--- src/rtl/dct_pkg.sv ---
// Shared types and encodings for the dual-channel compare timer.
// Assumes a count width of at least 4 bits, so that mode words fit in write data.
package dct_pkg;

    // Increment source codes held in clock-select bits [1:0]
    typedef enum logic [1:0] {
        SRC_EXT = 2'b00,
        SRC_A   = 2'b01,
        SRC_B   = 2'b10,
        SRC_SYS = 2'b11
    } src_e;

    // Edge qualification codes held in clock-select bits [3:2]
    typedef enum logic [1:0] {
        EDGE_NONE = 2'b00,
        EDGE_RISE = 2'b01,
        EDGE_FALL = 2'b10,
        EDGE_BOTH = 2'b11
    } edge_e;

    // Per-channel action mask, mode word bits [3:0]
    typedef struct packed {
        logic one_shot;   // bit 3
        logic do_toggle;  // bit 2
        logic do_clear;   // bit 1
        logic do_irq;     // bit 0
    } mode_t;

    localparam logic [3:0] CSEL_RESET = 4'b1111;

endpackage

--- src/rtl/dct_clk_sel.sv ---
// Increment-enable generator: synchronizes the external input, detects the
// chosen edges and selects one of four enable sources.
// Assumes pulse_a and pulse_b are already synchronous one-cycle pulses.
module dct_clk_sel
    import dct_pkg::*;
(
    input  logic       clk,
    input  logic       rst_n,
    input  logic [1:0] src_sel,
    input  logic [1:0] edge_sel,
    input  logic       pulse_a,
    input  logic       pulse_b,
    input  logic       ext_in,
    output logic       inc_en
);

    logic [2:0] ext_sh;
    logic       ext_rise;
    logic       ext_fall;
    logic       ext_tick;

    // Two-flop synchronizer plus one history flop for edge detection
    always_ff @(posedge clk) begin
        if (!rst_n) ext_sh <= '0;
        else        ext_sh <= {ext_sh[1:0], ext_in};
    end

    assign ext_rise = ext_sh[1] & ~ext_sh[2];
    assign ext_fall = ~ext_sh[1] & ext_sh[2];

    // Qualify detected edges with the programmed edge selection
    always_comb begin
        unique case (edge_e'(edge_sel))
            EDGE_RISE: ext_tick = ext_rise;
            EDGE_FALL: ext_tick = ext_fall;
            EDGE_BOTH: ext_tick = ext_rise | ext_fall;
            default:   ext_tick = 1'b0;
        endcase
    end

    // Four-way source selection of the increment enable
    always_comb begin
        unique case (src_e'(src_sel))
            SRC_SYS: inc_en = 1'b1;
            SRC_B:   inc_en = pulse_b;
            SRC_A:   inc_en = pulse_a;
            default: inc_en = ext_tick;
        endcase
    end

endmodule

--- src/rtl/dct_cmp_chan.sv ---
// One compare channel: compare value, mode word and single-shot state.
// Produces a qualified compare event and the masked action requests.
// Assumes the count and inc_en describe the same cycle.
module dct_cmp_chan
    import dct_pkg::*;
#(
    parameter int CNT_W     = 8,
    parameter int ADDR_W    = 3,
    parameter int CMP_ADDR  = 1,
    parameter int MODE_ADDR = 3
) (
    input  logic              clk,
    input  logic              rst_n,
    input  logic              wr_en,
    input  logic [ADDR_W-1:0] wr_addr,
    input  logic [CNT_W-1:0]  wr_data,
    input  logic [CNT_W-1:0]  cnt,
    input  logic              inc_en,
    output logic              evt,
    output logic              clr_req,
    output logic              irq_req,
    output logic              tog_req
);

    logic [CNT_W-1:0] cmp_q;
    mode_t            mode_q;
    logic             spent_q;
    logic             cmp_wr;
    logic             mode_wr;

    assign cmp_wr  = wr_en && (wr_addr == ADDR_W'(CMP_ADDR));
    assign mode_wr = wr_en && (wr_addr == ADDR_W'(MODE_ADDR));

    // Compare value register, resets to all ones
    always_ff @(posedge clk) begin
        if (!rst_n)      cmp_q <= '1;
        else if (cmp_wr) cmp_q <= wr_data;
    end

    // Mode word register
    always_ff @(posedge clk) begin
        if (!rst_n)       mode_q <= '0;
        else if (mode_wr) mode_q <= mode_t'(wr_data[3:0]);
    end

    // Event qualification: match at an increment, unless a single shot was used
    assign evt = inc_en && (cnt == cmp_q) && !(mode_q.one_shot && spent_q);

    // Single-shot state: set by the first event, re-armed by a mode write
    always_ff @(posedge clk) begin
        if (!rst_n)                     spent_q <= 1'b0;
        else if (mode_wr)               spent_q <= 1'b0;
        else if (evt && mode_q.one_shot) spent_q <= 1'b1;
    end

    assign clr_req = evt & mode_q.do_clear;
    assign irq_req = evt & mode_q.do_irq;
    assign tog_req = evt & mode_q.do_toggle;

endmodule

--- src/rtl/dct_counter.sv ---
// Up-counter advanced by an increment enable, with a zero-load request that
// replaces the increment. Wraps naturally at the top of its range.
module dct_counter #(
    parameter int CNT_W = 8
) (
    input  logic             clk,
    input  logic             rst_n,
    input  logic             inc_en,
    input  logic             load_zero,
    output logic [CNT_W-1:0] cnt
);

    // Count state: zero-load takes precedence over the increment
    always_ff @(posedge clk) begin
        if (!rst_n)      cnt <= '0;
        else if (inc_en) cnt <= load_zero ? '0 : cnt + 1'b1;
    end

endmodule

--- src/rtl/dual_cmp_timer.sv ---
// Top level: register decode for clock select and interrupt clear, the
// channel array, the counter, the interrupt flags and the toggle flip-flop.
// Assumes a synchronous write port; writes take effect at the next clock edge.
module dual_cmp_timer
    import dct_pkg::*;
#(
    parameter int CNT_W  = 8,
    parameter int NUM_CH = 2,
    parameter int ADDR_W = $clog2(2 * NUM_CH + 2)
) (
    input  logic              clk,
    input  logic              rst_n,
    input  logic              wr_en,
    input  logic [ADDR_W-1:0] wr_addr,
    input  logic [CNT_W-1:0]  wr_data,
    input  logic              pulse_a,
    input  logic              pulse_b,
    input  logic              ext_in,
    output logic [CNT_W-1:0]  cnt_val,
    output logic [NUM_CH-1:0] match_o,
    output logic [NUM_CH-1:0] irq_o,
    output logic              tog_o
);

    localparam int A_CSEL      = 0;
    localparam int A_CMP_BASE  = 1;
    localparam int A_MODE_BASE = 1 + NUM_CH;
    localparam int A_IRQ_CLR   = 1 + 2 * NUM_CH;

    logic [3:0]        csel_q;
    logic              inc_en;
    logic [NUM_CH-1:0] evt_v;
    logic [NUM_CH-1:0] clr_v;
    logic [NUM_CH-1:0] irq_v;
    logic [NUM_CH-1:0] tog_v;
    logic              irq_clr_wr;

    // Clock-select register: edge code [3:2], source code [1:0]
    always_ff @(posedge clk) begin
        if (!rst_n)                                         csel_q <= CSEL_RESET;
        else if (wr_en && wr_addr == ADDR_W'(A_CSEL))       csel_q <= wr_data[3:0];
    end

    dct_clk_sel u_clk_sel (
        .clk      (clk),
        .rst_n    (rst_n),
        .src_sel  (csel_q[1:0]),
        .edge_sel (csel_q[3:2]),
        .pulse_a  (pulse_a),
        .pulse_b  (pulse_b),
        .ext_in   (ext_in),
        .inc_en   (inc_en)
    );

    for (genvar ch = 0; ch < NUM_CH; ch++) begin : g_chan
        dct_cmp_chan #(
            .CNT_W     (CNT_W),
            .ADDR_W    (ADDR_W),
            .CMP_ADDR  (A_CMP_BASE + ch),
            .MODE_ADDR (A_MODE_BASE + ch)
        ) u_chan (
            .clk     (clk),
            .rst_n   (rst_n),
            .wr_en   (wr_en),
            .wr_addr (wr_addr),
            .wr_data (wr_data),
            .cnt     (cnt_val),
            .inc_en  (inc_en),
            .evt     (evt_v[ch]),
            .clr_req (clr_v[ch]),
            .irq_req (irq_v[ch]),
            .tog_req (tog_v[ch])
        );
    end

    dct_counter #(.CNT_W(CNT_W)) u_counter (
        .clk       (clk),
        .rst_n     (rst_n),
        .inc_en    (inc_en),
        .load_zero (|clr_v),
        .cnt       (cnt_val)
    );

    assign irq_clr_wr = wr_en && (wr_addr == ADDR_W'(A_IRQ_CLR));

    // Sticky interrupt flags: a set wins over a write-one clear
    always_ff @(posedge clk) begin
        if (!rst_n) begin
            irq_o <= '0;
        end else begin
            for (int i = 0; i < NUM_CH; i++) begin
                if (irq_v[i])                       irq_o[i] <= 1'b1;
                else if (irq_clr_wr && wr_data[i])  irq_o[i] <= 1'b0;
            end
        end
    end

    // Shared toggle flip-flop: simultaneous requests cancel pairwise
    always_ff @(posedge clk) begin
        if (!rst_n) tog_o <= 1'b0;
        else        tog_o <= tog_o ^ (^tog_v);
    end

    // Registered event pulses, aligned with the count update
    always_ff @(posedge clk) begin
        if (!rst_n) match_o <= '0;
        else        match_o <= evt_v;
    end

endmodule

--- config.mk ---
export PLATFORM = sky130hd
export DESIGN_NAME = dual_cmp_timer
export DESIGN_NICKNAME = d
export VERILOG_FILES = /design/src/rtl/dct_pkg.sv /design/src/rtl/dct_clk_sel.sv /design/src/rtl/dct_cmp_chan.sv /design/src/rtl/dct_counter.sv /design/src/rtl/dual_cmp_timer.sv
export SDC_FILE = /design/constraint.sdc
export NUM_CORES = 1
export LEC_CHECK = 0
export CAP_MARGIN = 20
export CORE_MARGIN = 4
export CORE_UTILIZATION = 25
export DETAILED_ROUTE_END_ITERATION = 8
export GPL_TIMING_DRIVEN = 0
export MAX_ROUTING_LAYER = met4
export SYNTH_ARGS = -nofsm -noshare
export SYNTH_HDL_FRONTEND = slang
export SYNTH_SLANG_ARGS = --single-unit
--- constraint.sdc ---
create_clock -name clk -period 2.7 [get_ports clk]
set_input_delay 0.54 -clock clk [delete_from_list [all_inputs] [get_ports clk]]
set_output_delay 0.54 -clock clk [all_outputs]
set_load 0.005 [all_outputs]
==> flow_summary.yaml <==
finish:
  syn2layout_area_growth_pct: 25.47
  design_area_um2: 2595
  layout-drive-gt1-share_pct: 7.463
  n_antenna_cell: 0
  register_area_um2: 920.9
  nets: 287
  fill_cells: 819
  multi_input_area_um2: 1090
sta:
  setup_viol: 0
  rsz0062_at_grt: "false"
  slew_headroom_pct: 30.46
  fin_crit_ns: 2.233
  max_freq_mhz: 447.8
  final_hold_viol_count: 0
  slew_viol_final: 0
  worst_hold_slack_ns: 0.4488
  layout_setup_ws_ns: 0.4668
  fin_setup_tns_ns: 0
  fin_skew_ns: 0.004197
  post-route-period-util_pct: 82.71
  worst_slew_pin_slew_ns: 1.035
synthesis:
  ys_top_cells_by_count: "dfxtp_1, nand2_1, nand3_1, mux2i_1, xor2_1"
  synth_nets: 251
  syn_area_per_cell_um2: 8.953
  synth_edf_count: 0
  yosysMostFrequentCell: "dfxtp_1"
  ys_async_sr_fraction_pct: 0
  synth_ff_type: "dfxtp_1"
  ys_types: 39
  ys_ff_latch: 46
  yosysTopAreaCellShare_pct: 44.53
  ys.warnings.count: 0
  yosysSeqAreaShare_pct: 44.53
  syn_inst: 231
  synth.cell_area_um2: 2068
  synthTopCellsByArea: "dfxtp_1, nand2_1, mux2i_1"
  yosys.area.top_type: "dfxtp_1"
clocking:
  clock_path_buffers: 2
  cts_tree: "built"
  ctsResizeCount: 0
  cts_made_buffers: 5
  post_cts_buffers: 0
  clock_sinks: 46
  cts_root_buf: "clkbuf_8"
  hold_buffers: 0
  clkTransAtPathRegs_ns: 0.09
  htree_levels: 2
  clock_latency_ns: 0.30
power_and_ir_drop:
  powerDensity_nw_per_um2: 524.9
  leakage_nw: 0.9940
  ir_drop_mv: 0.1798
place:
  pre_cts_ws_ns: 0.3263
  dp_hpwl_um: 3595
  io_buffers: 29
  dpl_cell_area_um2: 2486
  gp_congestion: 0.7718
detailed_routing:
  wl_per_cell_um: 12.97
  vias_per_cell: 4.570
  drtIter0Drc: 72
  ant_nets: 0
  drc: 0
  firstDrtPassIters: 4
  via_count: 1691
  wirelength_um: 4800
critical_path:
  cp_max_fo: 10
  worstPathRequired_ns: 2.87
  worst_setup_path_end_kind: "register"
  crit_type: "register to register"
  start_kind: "register"
  arrival_ns: 2.40
global_routing:
  grt_pass1_wl_um: 8004
  antenna_found_initial: 0
  grt_pass1_vias: 1610
  grtUsageTotal_pct: 10.33
  grt_max_degree: 15
  grt-ovfl-total: 0
floorplanning:
  start_util_pct: 26.22
  die_y_um: 98.96
  fp.dieW_um: 98.96
  row_count: 32
  io_pins: 30
  design.core.area_um2: 7888
  dieArea_um2: 9792
flow_run:
  maxCapViolations: 0
worst_hold_path:
  min_path_type: "register to register"
status:
  outcome: "finished clean"
area by class of cell:
| type | count | share of cell area (%) |
|---|---|---|
| inverter | 5 | 0.7232 |
| multi-input combinational | 172 | 42.00 |
| tap | 102 | 4.918 |
| clock buffer | 5 | 2.652 |
| clock inverter | 3 | 1.543 |
| timing repair buffer | 29 | 11.19 |
| buffer | 8 | 1.495 |
| sequential | 46 | 35.49 |
power by group:
| group | switching (W) | internal [W] |
|---|---|---|
| sequential | 0.0000204 | 0.000698 |
| combinational | 0.0000656 | 0.0000689 |
| clock | 0.000237 | 0.000273 |
| total | 0.000323 | 0.00104 |
path summary, 6_finish.rpt:
kind                       start                   to  slack, ns  cells after the start
max          u_clk_sel.ext_sh[1]     u_counter.cnt[6]       0.47                      9
min          u_clk_sel.ext_sh[0]  u_clk_sel.ext_sh[1]       0.45                      1
max reg2reg  u_clk_sel.ext_sh[1]     u_counter.cnt[6]       0.47                      9
min reg2reg  u_clk_sel.ext_sh[0]  u_clk_sel.ext_sh[1]       0.45                      1
through the flow:
stage | utilization (%) | std cells | power [W]
6_report | 32.90 | 370 | 0.001362
4_1_cts | 32.90 | 370 | 0.001376
2_1_floorplan | - | 231 | 0.0008048
3_5_place_dp | 31.52 | 362 | 0.0008696
5_1_grt | 32.90 | 370 | 0.001423
3_3_place_gp | 31.52 | 362 | 0.0008667
state kept, by name, summed over array words and instances, names as in the netlist:
name / flops
g_chan.u_chan.mode_q: 8
g_chan.u_chan.cmp_q: 16
u_counter.cnt: 8
tog_o: 1
g_chan.u_chan.spent_q: 2
irq_o: 2
match_o: 2
u_clk_sel.ext_sh: 3
csel_q: 4
placed cells by master (no fill, tap or decap), types with 2 or more instances in the layout:
master / n
nor3_1: 3
and3_1: 2
dfxtp_1: 46
nand3_1: 19
inv_1: 5
o211a_1: 2
o21ai_2: 2
o31ai_1: 3
nor2b_1: 12
a22oi_1: 3
or4_1: 2
xor2_1: 13
and2_1: 6
clkdlybuf4s50_1: 29
o2111ai_1: 3
clkinv_2: 2
clkbuf_8: 5
nand2b_1: 2
mux2i_1: 13
a21oi_1: 6
nor2_1: 10
or2_2: 2
clkbuf_1: 6
ha_1: 3
nand2_1: 45
xnor2_1: 7
critical path, cell delays in order (launching register included):
cell and delay [ns]:
dfxtp_1 0.36, inv_1 0.05, ha_1 0.27, and2b_1 0.20, o21ai_2 0.07, a31oi_4 0.27
o21ai_2 0.11, buf_6 0.15, o21ai_1 0.51, nor2_1 0.10
cell families after synthesis:
group / count (synthesis) / share of synthesized area (%)
xor+xnor: 20 / 8.470
flops: 46 / 44.52
compound gates: 26 / 10.22
fa+ha+maj: 3 / 1.815
buf+inv: 13 / 2.783
mux: 13 / 6.291
simple gates: 110 / 25.89
layer usage:
metal / part of all wire (%) / wire [um] / GRT usage (%)
met1: 49 / 2371 / 13.44
met2: 44 / 2130 / 15.55
met3: 4.5 / 217 / 2.619
met4: 1.7 / 81 / 3.571
met5: 0 / 0 / -
No activity file was read; power rests on OpenSTA's default activity.
